### src/rtl/spare_secded_codec.sv
module spare_secded_codec #(
  parameter int DATA_W  = 3,
  parameter int BASE_W  = 4,
  parameter int EXTRA_W = 1,
  parameter logic [DATA_W*BASE_W-1:0]  H_BASE  = 12'hEBD,
  parameter logic [DATA_W*EXTRA_W-1:0] H_EXTRA = 3'b010
) (
  input  logic [DATA_W-1:0]  wr_data,
  output logic [BASE_W-1:0]  wr_chk_base,
  output logic [EXTRA_W-1:0] wr_chk_extra,
  input  logic [DATA_W-1:0]  rd_data,
  input  logic [BASE_W-1:0]  rd_chk_base,
  input  logic [EXTRA_W-1:0] rd_chk_extra,
  input  logic [EXTRA_W-1:0] spare_used,
  output logic [DATA_W-1:0]  rd_data_fix,
  output logic               err_seen,
  output logic               err_fixed,
  output logic               err_fatal
);
  localparam logic [BASE_W-1:0]  ONE_B = BASE_W'(1);
  localparam logic [EXTRA_W-1:0] ONE_X = EXTRA_W'(1);

  logic [BASE_W-1:0]  calc_b, syn_b;
  logic [EXTRA_W-1:0] calc_x, syn_x, eff_x;
  logic [DATA_W-1:0]  hit_d;
  logic [BASE_W-1:0]  hit_cb;
  logic [EXTRA_W-1:0] hit_cx;

  always_comb begin
    wr_chk_base  = '0;
    wr_chk_extra = '0;
    calc_b = '0;
    calc_x = '0;
    for (int i = 0; i < DATA_W; i++) begin
      if (wr_data[i]) begin
        wr_chk_base  = wr_chk_base  ^ H_BASE[i*BASE_W +: BASE_W];
        wr_chk_extra = wr_chk_extra ^ H_EXTRA[i*EXTRA_W +: EXTRA_W];
      end
      if (rd_data[i]) begin
        calc_b = calc_b ^ H_BASE[i*BASE_W +: BASE_W];
        calc_x = calc_x ^ H_EXTRA[i*EXTRA_W +: EXTRA_W];
      end
    end
  end

  assign syn_b = calc_b ^ rd_chk_base;
  assign syn_x = calc_x ^ rd_chk_extra;
  assign eff_x = syn_x & ~spare_used;

  always_comb begin
    for (int i = 0; i < DATA_W; i++)
      hit_d[i] = (syn_b == H_BASE[i*BASE_W +: BASE_W]) &&
                 (((syn_x ~^ H_EXTRA[i*EXTRA_W +: EXTRA_W]) | spare_used) == '1);
    for (int j = 0; j < BASE_W; j++)
      hit_cb[j] = (syn_b == (ONE_B << j)) && (eff_x == '0);
    for (int k = 0; k < EXTRA_W; k++)
      hit_cx[k] = (syn_b == '0) && (eff_x == (ONE_X << k));
  end

  assign err_seen    = (|syn_b) | (|eff_x);
  assign err_fixed   = (|hit_d) | (|hit_cb) | (|hit_cx);
  assign err_fatal   = err_seen & ~err_fixed;
  assign rd_data_fix = rd_data ^ hit_d;
endmodule


### config.mk
export PLATFORM = sky130hd
export DESIGN_NAME = spare_secded_codec
export DESIGN_NICKNAME = d
export VERILOG_FILES = /design/src/rtl/spare_secded_codec.sv
export SDC_FILE = /design/constraint.sdc
export NUM_CORES = 1
export LEC_CHECK = 0
export BUFFER_PORTS_ARGS = -buffer_cell sky130_fd_sc_hd__buf_2
export CORE_UTILIZATION = 25
export DETAILED_ROUTE_END_ITERATION = 7
export PLACE_DENSITY = 0.55
export SLEW_MARGIN = 0
export SYNTH_ARGS = -nofsm -noshare
export SYNTH_HDL_FRONTEND = slang
export SYNTH_SLANG_ARGS = --single-unit
export TNS_END_PERCENT = 20
### constraint.sdc
create_clock -name vclk -period 4.7
set_input_delay 0.47 -clock vclk [all_inputs]
set_output_delay 0.47 -clock vclk [all_outputs]
set_load 0.005 [all_outputs]
==> impl_metrics.yaml <==
die:
  die_h_microns: 49.7
  num_rows: 16
  dieWidth_microns: 49.7
  io_pins: 23
  dieArea_sq_um: 2470
  initial_utilization_pct: 27.9
  design.core.area_sq_um: 2040
detailed_routing:
  vias: 574
  antenna_left: 0
  wire_per_inst_microns: 10.4
  vias_per_cell: 4.78
  first_iter_violations: 2
  drtPass1Iterations: 3
  drcViolationCount: 0
  wl_microns: 1250
timing:
  finalSetupViolCount: 0
  final.setup.tns_ps: 0
  setup_ws_ps: 2170
  slew_violations: 0
  slew_headroom_pct: 75.7
  max_freq_mhz: 395
  final-hold-violation-count: 0
  rsz0062_at_grt: "false"
  finalCritPeriodShare_pct: 53.9
  worstMarginPinSlew_ps: 364
  period_minus_slack_ps: 2530
critical_path:
  critPathLaunch: "rd_data[1]"
  cp_top_family: "simple AND/OR/NAND/NOR gates"
  path_max_fanout: 14
  path_cells: "buf_2 > xor2_1 > or2_2 > nor2_1 > a21oi_1 > nor3_1 > mux2_1 > buf_2"
  path_buf_inv: 2
  max_stage_delay_ps: 340
  crit_top_cell: "buf_2"
  crit_cells: 8
  path_class: "in2out"
  end_kind: "output pin"
  cp-start-kind: "primary input"
  required_ps: 4230
  arrival_ps: 2060
  slowest_stage: "mux2_1"
layout:
  fill_cells: 242
  nClkBuffers: 0
  layout-drive-gt1-share_pct: 35.5
  fin_nets: 107
  syn2layout_area_growth_pct: 20.0
  postLayoutCellArea_sq_um: 683
  regArea_sq_um: 0
  finalNonFillerCells: 120
  nFlopsAndLatches: 0
  layout_common_cells: "buf_2 (23), xor2_1 (11), nor2_1 (9)"
  diodes: 0
  final_common_cell: "buf_2"
  final_core_util_pct: 33.5
place:
  dpl.cell_count: 120
  port_buffers: 23
  placed_cell_area_sq_um: 683
  dp_slack_ps: 2140
  hpwl_microns: 1040
  gp_congestion: 0.712
synth:
  synth_top_area_share_pct: 16.9
  syn_nets: 87
  synth_area_per_cell_sq_um: 7.59
  ys_top_cells_by_area: "xor2_1 (17%), nor2_1 (5.9%), o2bb2ai_4 (4.8%)"
  synthesis.area_sq_um: 569
  ys_seq_area_share_pct: 0
  yosysUniqueCellTypes: 38
  syn_inst: 75
  yosys_warnings: 0
  synth_top_cell_by_area: "xor2_1"
min_path:
  hp-class: "in2out"
  hold_path_depth: 2
  hp-start: "wr_data[1]"
pwr:
  power-per-cell-area_nw_per_um2: 119
  ir_drop_mv: 0.0536
  p_leak_uw: 0.000285
global_routing:
  grt_pass1_vias: 494
  gr-total-overflow: 0
  grt_usage_pct: 10.5
  grt_max_degree: 15
  grt_first_pass_wirelength_microns: 2150
  antenna_found_initial: 0
clock_tree:
  cts_resized: 0
  cts_setup_buffers: 0
  ctsHoldBuffers: 0
run:
  max-cap-violations: 0
outcome:
  status: "completed"
==> area by class of cell <==
| class | count | area [sq um] | area share (%) |
|---|---|---|---|
| timing repair buffer | 23 | 115 | 16.8 |
| multi-input combinational | 69 | 531 | 77.7 |
| tap | 27 | 33.8 | 4.95 |
| inverter | 1 | 3.75 | 0.549 |
==> final timing paths <==
kind | to
worst max-delay path | rd_data_fix[2]
worst min-delay path | wr_chk_extra
==> layer usage <==
layer  global-route usage, %  wire (microns)  vias to the layer above
met3                   0.309              46                        2
met1                    13.4             568                      255
li1                        -               -                      303
met2                    19.8             631                       14
met4                   0.952               7                        0
met5                       0               0                        -
==> Yosys cell counts, types with 2 or more instances <==
cell type and number:
a21oi_1 3, and3_1 2, buf_4 2, mux2i_1 2
nand2_1 2, nand2b_1 4, nor2_1 9, nor3_1 5
nor3b_1 2, o21ai_0 3, o22ai_1 2, xnor2_1 3
xor2_1 11
==> report_power, final <==
group / internal (uW) / total [uW] / switching, uW
registers: 0 / 0 / 0
clock network: 0 / 0 / 0
logic: 38.1 / 81.3 / 43.2
total: 38.1 / 81.3 / 43.2
==> per-stage QoR <==
stage	total power [uW]	hold slack, ps
5_1_grt	91.0	1190
3_5_place_dp	82.2	1170
6_report	81.3	1160
4_1_cts	82.3	1170
2_1_floorplan	57.8	991
3_3_place_gp	79.9	1160
==> kinds of logic (layout without fill, tap and decap cells) <==
group	count (synthesis)	count (layout)	share of synthesized area, %
AO/OA/AOI/OAI	16	16	24.2
AND/OR/NAND/NOR	33	33	32.3
multiplexers	4	4	7.47
buffers and inverters	6	24	6.81
XOR/XNOR	16	16	29.2
Power figures use the tool's default switching activity.
